[src/rtl/ecl_pkg.sv]
package ecl_pkg;
   typedef enum logic [1:0] {
      ST_IDLE  = 2'd0,
      ST_SCAN  = 2'd1,
      ST_MARK  = 2'd2,
      ST_DRAIN = 2'd3
   } ecl_state_e;
endpackage

[src/rtl/ecl_block_accum.sv]
module ecl_block_accum #(
   parameter int CW    = 12,
   parameter int COEFS = 16,
   parameter int IDX_W = 4,
   parameter int SUM_W = 16
) (
   input  logic                 clk,
   input  logic                 rst_n,
   input  logic                 clr,
   input  logic                 en,
   input  logic                 coef_valid,
   input  logic                 coef_sob,
   input  logic signed [CW-1:0] coef_data,
   output logic                 sum_valid,
   output logic [SUM_W-1:0]     sum
);
   localparam logic [IDX_W-1:0] LAST_IDX = IDX_W'(COEFS - 1);
   localparam longint MAX_SUM = longint'(COEFS - 1) * (longint'(1) << (CW - 1));

   logic [IDX_W-1:0] idx;
   logic             in_blk;
   logic [SUM_W-1:0] acc;
   logic [CW-1:0]    mag;
   logic [SUM_W-1:0] mag_ext;
   logic             take;

   always_comb begin
      mag     = coef_data[CW-1] ? CW'(-coef_data) : CW'(coef_data);
      mag_ext = SUM_W'(mag);
      take    = en && coef_valid;
   end

   always_ff @(posedge clk) begin
      if (!rst_n) begin
         idx       <= '0;
         in_blk    <= 1'b0;
         acc       <= '0;
         sum       <= '0;
         sum_valid <= 1'b0;
      end else begin
         sum_valid <= 1'b0;
         if (clr) begin
            idx    <= '0;
            in_blk <= 1'b0;
            acc    <= '0;
         end else if (take) begin
            if (coef_sob) begin
               in_blk <= 1'b1;
               idx    <= IDX_W'(1);
               acc    <= '0;
            end else if (in_blk) begin
               if (idx == LAST_IDX) begin
                  sum       <= acc + mag_ext;
                  sum_valid <= 1'b1;
                  in_blk    <= 1'b0;
                  idx       <= '0;
               end else begin
                  acc <= acc + mag_ext;
                  idx <= idx + 1'b1;
               end
            end
         end
      end
   end


   sum_src_chk: assert property (@(posedge clk) disable iff (!rst_n)
      sum_valid |-> $past(en && coef_valid && !coef_sob));


   sum_bound_chk: assert property (@(posedge clk) disable iff (!rst_n)
      sum_valid |-> (longint'(sum) <= MAX_SUM));
endmodule

[src/rtl/ecl_ctrl.sv]
module ecl_ctrl
   import ecl_pkg::*;
#(
   parameter int CNT_W = 10,
   parameter int TAU_W = 8,
   parameter int SUM_W = 16
) (
   input  logic             clk,
   input  logic             rst_n,
   input  logic             start,
   input  logic [CNT_W-1:0] block_count,
   input  logic [TAU_W-1:0] tau_in,
   input  logic             sum_valid,
   input  logic [SUM_W-1:0] sum,
   input  logic             last_out,
   output logic             busy,
   output logic             second_pass,
   output logic             acc_clr,
   output logic             acc_en,
   output logic             cmp_valid,
   output logic             cmp_last,
   output logic [SUM_W-1:0] max_q,
   output logic [TAU_W-1:0] tau_q,
   output logic             zero_done
);
   ecl_state_e       state;
   logic [CNT_W-1:0] cnt;
   logic [CNT_W-1:0] lim;
   logic             at_last;
   logic             idle_start;

   always_comb begin
      idle_start  = (state == ST_IDLE) && start;
      at_last     = (cnt == lim - CNT_W'(1));
      busy        = (state != ST_IDLE);
      second_pass = (state == ST_MARK) || (state == ST_DRAIN);
      acc_clr     = idle_start;
      acc_en      = (state == ST_SCAN) || (state == ST_MARK);
      cmp_valid   = (state == ST_MARK) && sum_valid;
      cmp_last    = at_last;
   end

   always_ff @(posedge clk) begin
      if (!rst_n) begin
         state     <= ST_IDLE;
         cnt       <= '0;
         lim       <= '0;
         max_q     <= '0;
         tau_q     <= '0;
         zero_done <= 1'b0;
      end else begin
         zero_done <= 1'b0;
         case (state)
            ST_IDLE: if (start) begin
               lim   <= block_count;
               tau_q <= tau_in;
               max_q <= '0;
               cnt   <= '0;
               if (block_count == '0) zero_done <= 1'b1;
               else                   state     <= ST_SCAN;
            end
            ST_SCAN: if (sum_valid) begin
               if (sum > max_q) max_q <= sum;
               if (at_last) begin
                  cnt   <= '0;
                  state <= ST_MARK;
               end else begin
                  cnt <= cnt + 1'b1;
               end
            end
            ST_MARK: if (sum_valid) begin
               if (at_last) state <= ST_DRAIN;
               else         cnt   <= cnt + 1'b1;
            end
            ST_DRAIN: if (last_out) state <= ST_IDLE;
            default: state <= ST_IDLE;
         endcase
      end
   end


   busy_start_ign_chk: assert property (@(posedge clk) disable iff (!rst_n)
      (second_pass && start) |=> (state != ST_SCAN));


   scan_cnt_hold_chk: assert property (@(posedge clk) disable iff (!rst_n)
      (state == ST_SCAN && start && !sum_valid) |=> $stable(cnt) && $stable(max_q));


   max_mono_chk: assert property (@(posedge clk) disable iff (!rst_n)
      (state == ST_SCAN && $past(state) == ST_SCAN) |-> (max_q >= $past(max_q)));
endmodule

[src/rtl/ecl_cmp.sv]
module ecl_cmp #(
   parameter int SUM_W = 16,
   parameter int TAU_W = 8,
   parameter int PIPE  = 1
) (
   input  logic             clk,
   input  logic             rst_n,
   input  logic             in_valid,
   input  logic             in_last,
   input  logic [SUM_W-1:0] sum,
   input  logic [SUM_W-1:0] max_v,
   input  logic [TAU_W-1:0] tau,
   output logic             out_valid,
   output logic             out_edge,
   output logic             out_last
);
   localparam int PW = SUM_W + TAU_W;

   logic [PW-1:0] lhs;
   logic [PW-1:0] rhs;

   always_comb begin
      lhs = {sum, {TAU_W{1'b0}}};
      rhs = PW'(tau) * PW'(max_v);
   end

   generate
      if (PIPE == 0) begin : g_direct
         always_ff @(posedge clk) begin
            if (!rst_n) begin
               out_valid <= 1'b0;
               out_edge  <= 1'b0;
               out_last  <= 1'b0;
            end else begin
               out_valid <= in_valid;
               out_edge  <= in_valid && (lhs > rhs);
               out_last  <= in_valid && in_last;
            end
         end
      end else begin : g_staged
         logic [PW-1:0] lhs_q;
         logic [PW-1:0] rhs_q;
         logic          v_q;
         logic          l_q;
         always_ff @(posedge clk) begin
            if (!rst_n) begin
               lhs_q     <= '0;
               rhs_q     <= '0;
               v_q       <= 1'b0;
               l_q       <= 1'b0;
               out_valid <= 1'b0;
               out_edge  <= 1'b0;
               out_last  <= 1'b0;
            end else begin
               lhs_q     <= lhs;
               rhs_q     <= rhs;
               v_q       <= in_valid;
               l_q       <= in_valid && in_last;
               out_valid <= v_q;
               out_edge  <= v_q && (lhs_q > rhs_q);
               out_last  <= l_q;
            end
         end
      end
   endgenerate


   last_has_valid_chk: assert property (@(posedge clk) disable iff (!rst_n)
      out_last |-> out_valid);
endmodule

[src/rtl/edge_classifier.sv]
module edge_classifier
   import ecl_pkg::*;
#(
   parameter int CW       = 12,
   parameter int DIM      = 4,
   parameter int CNT_W    = 10,
   parameter int TAU_W    = 8,
   parameter int CMP_PIPE = 1
) (
   input  logic                 clk,
   input  logic                 rst_n,
   input  logic                 start,
   input  logic [CNT_W-1:0]     block_count,
   input  logic [TAU_W-1:0]     tau,
   input  logic                 coef_valid,
   input  logic                 coef_sob,
   input  logic signed [CW-1:0] coef_data,
   output logic                 busy,
   output logic                 second_pass,
   output logic                 flag_valid,
   output logic                 flag_edge,
   output logic                 done
);
   localparam int COEFS = DIM * DIM;
   localparam int IDX_W = $clog2(COEFS);
   localparam int SUM_W = CW + IDX_W;

   generate
      if (CW < 2) begin : g_bad_cw
         $error("edge_classifier: CW must be at least 2");
      end
      if (DIM < 2) begin : g_bad_dim
         $error("edge_classifier: DIM must be at least 2");
      end
      if (CMP_PIPE < 0 || CMP_PIPE > 1) begin : g_bad_pipe
         $error("edge_classifier: CMP_PIPE must be 0 or 1");
      end
      if (TAU_W < 1) begin : g_bad_tau
         $error("edge_classifier: TAU_W must be at least 1");
      end
   endgenerate

   logic             acc_clr;
   logic             acc_en;
   logic             sum_valid;
   logic [SUM_W-1:0] sum;
   logic             cmp_valid;
   logic             cmp_last;
   logic [SUM_W-1:0] max_q;
   logic [TAU_W-1:0] tau_q;
   logic             zero_done;
   logic             out_last;

   ecl_block_accum #(
      .CW(CW), .COEFS(COEFS), .IDX_W(IDX_W), .SUM_W(SUM_W)
   ) u_accum (
      .clk(clk), .rst_n(rst_n), .clr(acc_clr), .en(acc_en),
      .coef_valid(coef_valid), .coef_sob(coef_sob), .coef_data(coef_data),
      .sum_valid(sum_valid), .sum(sum)
   );

   ecl_ctrl #(
      .CNT_W(CNT_W), .TAU_W(TAU_W), .SUM_W(SUM_W)
   ) u_ctrl (
      .clk(clk), .rst_n(rst_n), .start(start), .block_count(block_count),
      .tau_in(tau), .sum_valid(sum_valid), .sum(sum),
      .last_out(flag_valid && out_last),
      .busy(busy), .second_pass(second_pass), .acc_clr(acc_clr),
      .acc_en(acc_en), .cmp_valid(cmp_valid), .cmp_last(cmp_last),
      .max_q(max_q), .tau_q(tau_q), .zero_done(zero_done)
   );

   ecl_cmp #(
      .SUM_W(SUM_W), .TAU_W(TAU_W), .PIPE(CMP_PIPE)
   ) u_cmp (
      .clk(clk), .rst_n(rst_n), .in_valid(cmp_valid), .in_last(cmp_last),
      .sum(sum), .max_v(max_q), .tau(tau_q),
      .out_valid(flag_valid), .out_edge(flag_edge), .out_last(out_last)
   );

   assign done = (flag_valid && out_last) || zero_done;


   scan_silent_chk: assert property (@(posedge clk) disable iff (!rst_n)
      (busy && !second_pass) |-> !flag_valid);


   flag_in_run_chk: assert property (@(posedge clk) disable iff (!rst_n)
      flag_valid |-> second_pass);


   zero_max_chk: assert property (@(posedge clk) disable iff (!rst_n)
      (flag_valid && max_q == '0) |-> !flag_edge);


   done_single_chk: assert property (@(posedge clk) disable iff (!rst_n)
      done |=> !done);


   done_release_chk: assert property (@(posedge clk) disable iff (!rst_n)
      (flag_valid && out_last) |=> !busy);
endmodule

[config.mk]
export PLATFORM = sky130hd
export DESIGN_NAME = edge_classifier
export DESIGN_NICKNAME = d
export VERILOG_FILES = /design/src/rtl/ecl_pkg.sv /design/src/rtl/ecl_block_accum.sv /design/src/rtl/ecl_ctrl.sv /design/src/rtl/ecl_cmp.sv /design/src/rtl/edge_classifier.sv
export SDC_FILE = /design/constraint.sdc
export NUM_CORES = 1
export LEC_CHECK = 0
export ABC_AREA = 1
export CAP_MARGIN = 5
export CORE_MARGIN = 4
export CORE_UTILIZATION = 63
export CTS_CLUSTER_SIZE = 30
export DETAILED_ROUTE_END_ITERATION = 8
export GPL_ROUTABILITY_DRIVEN = 1
export PLACE_DENSITY_LB_ADDON = 0.1
export REMOVE_ABC_BUFFERS = 1
export SLEW_MARGIN = 30
export SYNTH_ARGS = -nofsm -noshare
export SYNTH_HDL_FRONTEND = slang
export SYNTH_SLANG_ARGS = --single-unit
[constraint.sdc]
create_clock -name clk -period 6.1 [get_ports clk]
set_input_delay 1.83 -clock clk [delete_from_list [all_inputs] [get_ports clk]]
set_output_delay 1.83 -clock clk [all_outputs]
set_load 0.1 [all_outputs]
; ---- After elaboration in Yosys (flattened, before gate mapping)
; Cells that the tools add are included.
[totals]
regBits = 138
elab_cells = 102
[op_classes]
mux = 30
n_reduce_logical = 25
multipliers = 1
eq_ne = 15
order_cmp = 2
bitwise_logic = 5
add_sub_neg = 5
[ops]
columns = operator, count
row1 = $mux 16, 6
row2 = $mux 10, 5
row3 = $pmux 16 s2, 1
row4 = $pmux 10 s3, 1
row5 = $gt 24x24->1, 1
row6 = $mul 8x16->24, 1
row7 = $add 16x12->16, 1
row8 = $gt 16x16->1, 1
row9 = $mux 2, 7
row10 = $ne 2x2->1 const B, 7
row11 = $mux 12, 1
row12 = $mux 4, 3
row13 = $neg 12->12, 1
row14 = $add 10x1->10 const B, 1
row15 = $eq 10x10->1, 1
row16 = $logic_not 10->1, 1
row17 = $reduce_and 5->1, 2
row18 = $sub 10x1->10 const B, 1
row19 = $pmux 2 s4, 1
row20 = $reduce_and 7->1, 1
row21 = $logic_and 1x1->1, 6
row22 = $ne 2x1->1 const B, 3
row23 = $reduce_and 3->1, 2
row24 = $reduce_bool 2->1, 3
row25 = other kinds (13), 25

; ---- Depth between registers and ports, before layout
; Gate-level depths: netlist (run 1).
[logic_depth]
depth_word = 6
mapped_depth = 24

; ---- By module
; A second synthesis (run 1) with hierarchy kept.
[unflattened]
cells_unflattened = 1797
hier_area_um2 = 11812.6
[modules_own_cells]
columns = module, instances, area_per_inst_um2, cells_per_inst, seq_area_each_um2
row1 = ecl_cmp, 1, 6281.0, 917, 900.9
row2 = ecl_ctrl, 1, 2982.9, 477, 940.9
row3 = ecl_block_accum, 1, 2533.7, 399, 760.7
row4 = edge_classifier, 1, 15.0, 4, 0.0

; ---- Worst setup path after synthesis (run 1)
; OpenSTA, ideal clock, no wires.
[synth_timing]
path_type = reg-to-reg
from = reg u_ctrl.tau_q[7]
to = reg u_cmp.g_staged.rhs_q[16]
required_time_ps = 5979
slack_ps = 1570
stages_incl_launch_ff = 20
arrival_ps = 4409
setup_ps = 121
path_cell_list = dfxtp_1 > clkbuf_1 > clkbuf_1 > nand2_1 > fa_1 > fa_1 > inv_1 > fa_1 > inv_1 > fa_1 > inv_1 > ha_1 > a21oi_1 > o21ai_0 > a21oi_1 > o21ai_0 > nand2_1 > nand2_1 > o21ai_0 > a21oi_1
[synth_via]
elab_chain_len = 1
[synth_rtl]
columns = element, line
row1 = start: declaration, ecl_ctrl.sv:23  ; output logic [TAU_W-1:0] tau_q,
row2 = start signal: assignment, ecl_ctrl.sv:56  ; tau_q <= tau_in;
row3 = $mul 8x16->24, ecl_cmp.sv:24  ; rhs = PW'(tau) * PW'(max_v);
row4 = end signal: assignment, ecl_cmp.sv:56  ; rhs_q <= rhs;
row5 = end: declaration, ecl_cmp.sv:42  ; logic [PW-1:0] rhs_q;
; No other way between the ends.
; A chain may end at the register's enable or synchronous reset.

; ---- Worst setup path after layout (run 1)
; Ends and elaborated chain as after synthesis.

==> results of run 1 <==
==> flip-flops by register name, summed over array words and instances (netlist names) <==
register and count:
u_accum.sum 16, u_cmp.out_last 1, u_ctrl.state 2, u_cmp.g_staged.l_q 1, u_ctrl.lim 10, u_accum.acc 16
u_accum.sum_valid 1, u_ctrl.cnt 10, u_cmp.g_staged.lhs_q 16, u_accum.in_blk 1, u_cmp.g_staged.rhs_q 24, u_accum.idx 4
u_cmp.out_edge 1, u_cmp.g_staged.v_q 1, u_ctrl.tau_q 8, u_ctrl.zero_done 1, u_cmp.out_valid 1, u_ctrl.max_q 16
==> stage by stage <==
| step | util, % | hold WS (ns) |
|---|---|---|
| after global routing | 70.3 | 0.484 |
| after detailed placement | 66.9 | 0.413 |
| final | 70.3 | 0.430 |
| after CTS | 70.3 | 0.437 |
| after global placement | 66.9 | 0.396 |
| after floorplan | - | 0.390 |
==> path summary, 6_finish.rpt <==
path,cells after the start,endpoint,from,slack [ns]
worst max-delay path,17,u_cmp.g_staged.rhs_q[16],u_ctrl.tau_q[7],1.23
worst min-delay path,2,u_cmp.out_last,u_cmp.g_staged.l_q,0.43
worst max register to register,17,u_cmp.g_staged.rhs_q[16],u_ctrl.tau_q[7],1.23
worst min register to register,2,u_cmp.out_last,u_cmp.g_staged.l_q,0.43
==> critical path, delay by kind of cell, from the launching register on <==
kind	cells	cell delay (ns)
compound gates	6	0.99
fa+ha+maj	5	2.50
buf+inv	3	0.17
flops	1	0.75
simple gates	3	0.34
==> kinds of logic (layout without fill, tap and decap cells) <==
logic type / after synthesis / in the layout / synth area share [%]
compound gates: 217 / 217 / 10.6
xor+xnor: 26 / 26 / 2.04
fa+ha+maj: 181 / 181 / 26.0
buf+inv: 431 / 443 / 14.9
flops: 130 / 130 / 23.3
simple gates: 627 / 627 / 23.2
==> power breakdown <==
group	switching [W]	leakage (nW)	internal, W
Combinational	0.000867	5.50	0.000453
Sequential	0.000198	1.06	0.000957
Clock	0.000364	0.283	0.000642
==> Yosys cell counts (3+ instances only) <==
| library cell | instances |
|---|---|
| sky130_fd_sc_hd__buf_1 | 3 |
| sky130_fd_sc_hd__ha_1 | 96 |
| sky130_fd_sc_hd__nor2_1 | 97 |
| sky130_fd_sc_hd__o21a_1 | 8 |
| sky130_fd_sc_hd__nor4_1 | 10 |
| sky130_fd_sc_hd__nand2_1 | 413 |
| sky130_fd_sc_hd__fa_1 | 85 |
| sky130_fd_sc_hd__buf_4 | 3 |
| sky130_fd_sc_hd__nor2_2 | 11 |
| sky130_fd_sc_hd__nand4_1 | 9 |
| sky130_fd_sc_hd__o21ai_1 | 6 |
| sky130_fd_sc_hd__o21bai_1 | 3 |
| sky130_fd_sc_hd__o21ai_0 | 51 |
| sky130_fd_sc_hd__nand3_1 | 59 |
| sky130_fd_sc_hd__buf_2 | 4 |
| sky130_fd_sc_hd__clkbuf_1 | 45 |
| sky130_fd_sc_hd__buf_6 | 3 |
| sky130_fd_sc_hd__nor3_1 | 14 |
| sky130_fd_sc_hd__o22ai_1 | 19 |
| sky130_fd_sc_hd__dfxtp_1 | 130 |
| sky130_fd_sc_hd__o21ai_2 | 3 |
| sky130_fd_sc_hd__xor2_1 | 19 |
| sky130_fd_sc_hd__xnor2_1 | 7 |
| sky130_fd_sc_hd__inv_1 | 370 |
| sky130_fd_sc_hd__nand2_2 | 3 |
| sky130_fd_sc_hd__a21oi_1 | 116 |
==> routing by layer <==
metal / track usage, % / vias to the layer above / wire [um]
met5: 0 / - / 0
met4: 11.6 / 0 / 883
met3: 4.14 / 66 / 1230
met2: 46.7 / 269 / 12600
met1: 33.2 / 4499 / 11100
li1: - / 4918 / -
==> layout make-up <==
cell class / instances / area share, %
repair buffers: 41 / 3.29
inverters: 373 / 11.5
multi-input cells: 1051 / 56.7
well taps: 225 / 2.32
clock buffers: 18 / 3.61
flip-flops and latches: 130 / 21.4
clock inverters: 11 / 1.14
==> results.md, run 1 <==
- Maximum number of pins on one net before global-route repair: 48
- Number of top-level pins: 40
- Max-slew headroom at the worst pin: 33.1%
- Synth top area cells: sky130_fd_sc_hd__dfxtp_1, sky130_fd_sc_hd__fa_1, sky130_fd_sc_hd__nand2_1
- Final number of setup-violating endpoints: 0
- Post-route cell area: 12200 um2
- Proportion of layout cells with a drive suffix above 1: 3.69%
- Setup Fix Bufs, Post-CTS: 0
- Average wire per standard cell: 14.0 um
- Insertion delay of the later-clocked pin in the worst-skew pair: 0.42 ns
- Netlist area before placement: 11100 um2
- Proportion of netlist area held by the largest area contributor: 23.3%
- Clock tree from TritonCTS: built
- Worst IR Drop VDD: 0.472 mV
- Cell area power density: 286 nW/um2
- Critical path launch point type: register
- Max-slew violation total from the final report: 0
- Post-route worst setup slack: 1.23 ns
- Leakage power of the design: 6.84 nW
- Routability congestion estimate from global placement: 0.923
- Depth of the CTS H-tree: 4
- Most common library cell in the layout ignoring fill and taps: sky130_fd_sc_hd__nand2_1
- Overall Power: 0.00348 W
- Layout Nets: 1830
- Total area of sequential cells: 2600 um2
- Share of async-settable or async-resettable flops after synthesis: 0%
- Min cycle time layout: 4.87 ns
- Portion of the post-synthesis area used by sequential elements: 23.3%
- Critical path data arrival time: 5.16 ns
- Number of detailed-route iterations in the first pass: 5
- Synthesis-to-layout area growth: 9.02%
- Ys Warns: 0
- Overall die width: 141 um
- Number of vias after detailed routing: 9752
- Critical path required time: 6.40 ns
- Count of max-cap constraint violations: 0
- Dominant synthesized flop cell: sky130_fd_sc_hd__dfxtp_1
- Setup repair after global routing missed its margin: false
- Post-place instance area: 11600 um2
- Total Wirelength: 25.8 mm
- Residual DRC: 0
- Placeable core region: 17300 um2
- Register bit total from synthesis: 130
- Initial antenna violation count: 0
- Clock input transition at the sequential cells of the worst setup and hold paths: 0.05 ns
- Total negative setup slack: 0 ns
- Pin slew with the least headroom to its limit: 1.00 ns
- Type of destination of the critical path: register
- Series of cell instances along the critical path: nand2_1, fa_1, fa_1, inv_1, fa_1, inv_1, fa_1, inv_1, ha_1, a21oi_1, o21ai_0, a21oi_1, o21ai_0, nand2_1, nand2_1, o21ai_0, a21oi_1
- Number of hold-slack violations in the final timing report: 0
- Commonest cells after routing, fill and taps aside: sky130_fd_sc_hd__nand2_1, sky130_fd_sc_hd__inv_1, sky130_fd_sc_hd__dfxtp_1
- Worst-case clock buffer depth: 2
- Peak fanout along the critical path: 17
- Final antenna-violating net count: 0
- Non-filler cells, final: 1849
- Area taken by multi-input logic gates: 6890 um2
- Number of standard cells after synthesis: 1612
- Number of placed instances, taps included: 1820
- Number of diodes: 0
- Clock root buffer master: sky130_fd_sc_hd__clkbuf_16
- Hold-fix buffers, CTS: 0
- Standard-cell row count: 48
- Total of buffers placed on input and output ports: 39
- Global-route wire length before repair: 43.7 mm
- Number of gates resized after CTS: 0
- Largest incremental delay on the critical path: 0.75 ns
- Most used cell along the critical path: sky130_fd_sc_hd__fa_1
- CTS Sinks: 130
- Grt ovf: 0
- Max stage delay cell, worst path: sky130_fd_sc_hd__dfxtp_1
- Setup slack after placement: 1.26 ns
- Clock skew after layout: 0.0128 ns
- Effective utilization at floorplan: 64.5%
- DRC marker count from the first detailed-route iteration: 696
- Number of global-route vias before repair: 9551
- TritonCTS Buffers: 17
- Post-Synthesis Mean Instance Area: 6.92 um2
- Chip Height: 141 um
- Number of enable-type register cells in the synthesized netlist: 0
- Outcome: finished, final reports clean
- Type of the worst setup path: reg2reg
- Share of the cycle needed by the critical path after routing: 79.8%
- Half-perimeter wire length of the detailed placement result: 20.0 mm
- Total global routing track utilization: 26.9%
- Maximum operating frequency: 206 MHz
- Worst min-delay path class: reg2reg
- Total of fill cells in the finished design: 1500
- Area leader, netlist: sky130_fd_sc_hd__dfxtp_1
- Ratio of routed vias to standard cells: 5.27
- Die footprint: 19900 um2
- Number of distinct library cells after synthesis: 42
Power figures use the tool's default switching activity.
==> run 2: changes to the inputs <==
--- a/config.mk
+++ b/config.mk
@@ -8,7 +8,7 @@
 export ABC_AREA = 1
 export CAP_MARGIN = 5
 export CORE_MARGIN = 4
-export CORE_UTILIZATION = 63
+export CORE_UTILIZATION = 57
 export CTS_CLUSTER_SIZE = 30
 export DETAILED_ROUTE_END_ITERATION = 8
 export GPL_ROUTABILITY_DRIVEN = 1
==> constraint.sdc (replaced) <==
create_clock -name clk -period 4.3 [get_ports clk]
set_input_delay 1.29 -clock clk [delete_from_list [all_inputs] [get_ports clk]]
set_output_delay 1.29 -clock clk [all_outputs]
set_load 0.1 [all_outputs]
==> run 2 against run 1 <==
Final cell count increased by 6.7%. Die area increased by 9.9%. Combinational power increased by 85%. Flip-flop and latch count unchanged. Sequential power increased by 31%. Critical path depth increased by 1. First-iteration DRC count decreased by 24%. Final area increased by 11%. Critical path type unchanged.
==> results.md, run 2 (synthesis results as in run 1) <==
- Outcome: finished, final reports clean (unchanged)
- Number of detailed-route iterations in the first pass: 5 (unchanged)
- Global-route wire length before repair: 46.4 mm (was 43.7 mm)
- Worst IR Drop VDD: 0.623 mV (was 0.472 mV)
- Post-route cell area: 13400 um2 (was 12200 um2)
- Power share of the clock group: 27.1% (was 28.9%)
- Clock input transition at the sequential cells of the worst setup and hold paths: 0.06 ns (was 0.05 ns)
- Clock tree from TritonCTS: built (unchanged)
- Routability congestion estimate from global placement: 0.955 (was 0.923)
- Flip-flop count of the largest register, all copies and words added: 24 (unchanged)
- Worst-case clock buffer depth: 2 (unchanged)
- Number of vias after detailed routing: 10006 (was 9752)
- Die footprint: 21900 um2 (was 19900 um2)
- Number of diodes: 0 (unchanged)
- Final number of setup-violating endpoints: 0 (unchanged)
- Clock root buffer master: sky130_fd_sc_hd__clkbuf_16 (unchanged)
- Comb pwr share: 44.8% (was 37.9%)
- Number of hold-slack violations in the final timing report: 0 (unchanged)
- Ratio of routed vias to standard cells: 5.07 (was 5.27)
- Cell area power density: 405 nW/um2 (was 286 nW/um2)
- Overall die width: 148 um (was 141 um)
- Commonest cells after routing, fill and taps aside: sky130_fd_sc_hd__nand2_1, sky130_fd_sc_hd__inv_1, sky130_fd_sc_hd__dfxtp_1 (unchanged)
- Internal power of the cells: 0.00317 W (was 0.00205 W)
- Depth of the CTS H-tree: 4 (unchanged)
- Total negative setup slack: 0 ns (unchanged)
- Maximum number of pins on one net before global-route repair: 44 (was 48)
- Placeable core region: 19000 um2 (was 17300 um2)
- Largest incremental delay on the critical path: 0.55 ns (was 0.75 ns)
- Type of the worst setup path: reg2reg (unchanged)
- Synthesis-to-layout area growth: 20.5% (was 9.02%)
- DRC marker count from the first detailed-route iteration: 527 (was 696)
- Post-place instance area: 12200 um2 (was 11600 um2)
- Chip Height: 148 um (was 141 um)
- Pin slew with the least headroom to its limit: 0.965 ns (was 1.00 ns)
- Maximum operating frequency: 238 MHz (was 206 MHz)
- Worst min-delay path class: reg2reg (unchanged)
- Net switching power: 0.00227 W (was 0.00143 W)
- Effective utilization at floorplan: 58.8% (was 64.5%)
- Average wire per standard cell: 14.4 um (was 14.0 um)
- Total Wirelength: 28.4 mm (was 25.8 mm)
- Max stage delay cell, worst path: sky130_fd_sc_hd__fa_1 (was sky130_fd_sc_hd__dfxtp_1)
- Fraction of power spent switching nets: 41.7% (was 41.0%)
- CTS Sinks: 130 (unchanged)
- Min cycle time layout: 4.21 ns (was 4.87 ns)
- TritonCTS Buffers: 17 (unchanged)
- Initial antenna violation count: 0 (unchanged)
- Residual DRC: 0 (unchanged)
- Max-slew violation total from the final report: 0 (unchanged)
- Worst r2r path cells: 18 (was 17)
- Cell count of the worst hold path: 2 (unchanged)
- Post-layout util: 70.9% (was 70.3%)
- Number of top-level pins: 40 (unchanged)
- Total of buffers placed on input and output ports: 39 (unchanged)
- Most common library cell in the layout ignoring fill and taps: sky130_fd_sc_hd__nand2_1 (unchanged)
- Share of the cycle needed by the critical path after routing: 97.9% (was 79.8%)
- Critical path data arrival time: 4.58 ns (was 5.16 ns)
- Total global routing track utilization: 26.2% (was 26.9%)
- Peak fanout along the critical path: 5 (was 17)
- Critical path required time: 4.67 ns (was 6.40 ns)
- Critical path launch point type: register (unchanged)
- Clock skew after layout: 0.00702 ns (was 0.0128 ns)
- Leakage power of the design: 7.46 nW (was 6.84 nW)
- Number of global-route vias before repair: 9795 (was 9551)
- Final antenna-violating net count: 0 (unchanged)
- Max-slew headroom at the worst pin: 35.4% (was 33.1%)
- Grt ovf: 0 (unchanged)
- Standard-cell row count: 50 (was 48)
- Insertion delay of the later-clocked pin in the worst-skew pair: 0.43 ns (was 0.42 ns)
- Proportion of layout cells with a drive suffix above 1: 13.9% (was 3.69%)
- Count of max-cap constraint violations: 0 (unchanged)
- Seq pwr share: 28.0% (was 33.2%)
- Most used cell along the critical path: sky130_fd_sc_hd__fa_1 (unchanged)
- Overall Power: 0.00544 W (was 0.00348 W)
- Half-perimeter wire length of the detailed placement result: 21.9 mm (was 20.0 mm)
- Layout Nets: 1915 (was 1830)
- Most flops, register: u_cmp.g_staged.rhs_q (unchanged)
- Type of destination of the critical path: register (unchanged)
- Series of cell instances along the critical path: buf_4, nand2_1, inv_1, fa_1, fa_1, fa_1, inv_2, fa_1, inv_1, ha_4, a21oi_2, o21ai_2, a21oi_2, o21ai_2, buf_4, buf_4, a21oi_1, o21a_1 (was nand2_1, fa_1, fa_1, inv_1, fa_1, inv_1, fa_1, inv_1, ha_1, a21oi_1, o21ai_0, a21oi_1, o21ai_0, nand2_1, nand2_1, o21ai_0, a21oi_1)
## run 2: per-stage QoR
stage	setup WS, ns	instances	hold WS, ns
global placement	-0.145	1928	0.395
detailed placement	-0.236	1928	0.416
finish	0.0917	1972	0.432
CTS	0.000390	1960	0.436
floorplan	0.000450	1554	0.390
global route	-0.0422	1972	0.446
## run 2: path summary, 6_finish.rpt
kind / start / end / slack [ns]
max: u_ctrl.tau_q[2] / u_cmp.g_staged.rhs_q[11] / 0.09
min: u_cmp.g_staged.l_q / u_cmp.out_last / 0.43
max reg2reg: u_ctrl.tau_q[2] / u_cmp.g_staged.rhs_q[11] / 0.09
min reg2reg: u_cmp.g_staged.l_q / u_cmp.out_last / 0.43
## run 2: power groups by stage
stage / registers [W] / logic, W / clock network [W]
3_3_place_gp: 0.00154 / 0.00216 / 0
5_1_grt: 0.00154 / 0.00274 / 0.00155
2_1_floorplan: 0.00153 / 0.00144 / 0
6_report: 0.00152 / 0.00244 / 0.00148
4_1_cts: 0.00152 / 0.00223 / 0.00149
3_5_place_dp: 0.00154 / 0.00220 / 0
## run 2: what timing repair did
action / in CTS / in global routing
resized for setup: 22 / 114
pin swaps: 1 / 48
setup buffers: 0 / 12
hold buffers: 0 / 0
endpoints found under the setup margin: 14 / 15
## run 2: area by class of cell
| class | instances | area, um2 |
|---|---|---|
| Multi-Input combinational cell | 1051 | 7380 |
| Fill cell | 1580 | 5520 |
| Sequential cell | 130 | 2640 |
| Inverter | 373 | 1400 |
| Timing Repair Buffer | 126 | 1100 |
| Clock buffer | 20 | 457 |
| Tap cell | 260 | 325 |
| Clock inverter | 12 | 145 |
## run 2: per-layer routing
layer  part of all wire (%)  up-vias  wire length [um]  global-route usage [%]
met5                      0        -                 0                       0
met4                    2.5        0               696                    7.81
met3                    4.0       51              1150                    4.51
met2                     50      216             14100                    46.4
met1                     44     4650             12400                    32.8
li1                       -     5089                 -                       -
## run 2: critical path: cells and delay by family (launching register included)
| kind | cells | cell delay, ns |
|---|---|---|
| AOI/OAI and AO/OA | 6 | 0.85 |
| adders and majority gates | 5 | 2.30 |
| buffers and inverters | 6 | 0.57 |
| DFF | 1 | 0.36 |
| and+or+nand+nor | 1 | 0.05 |
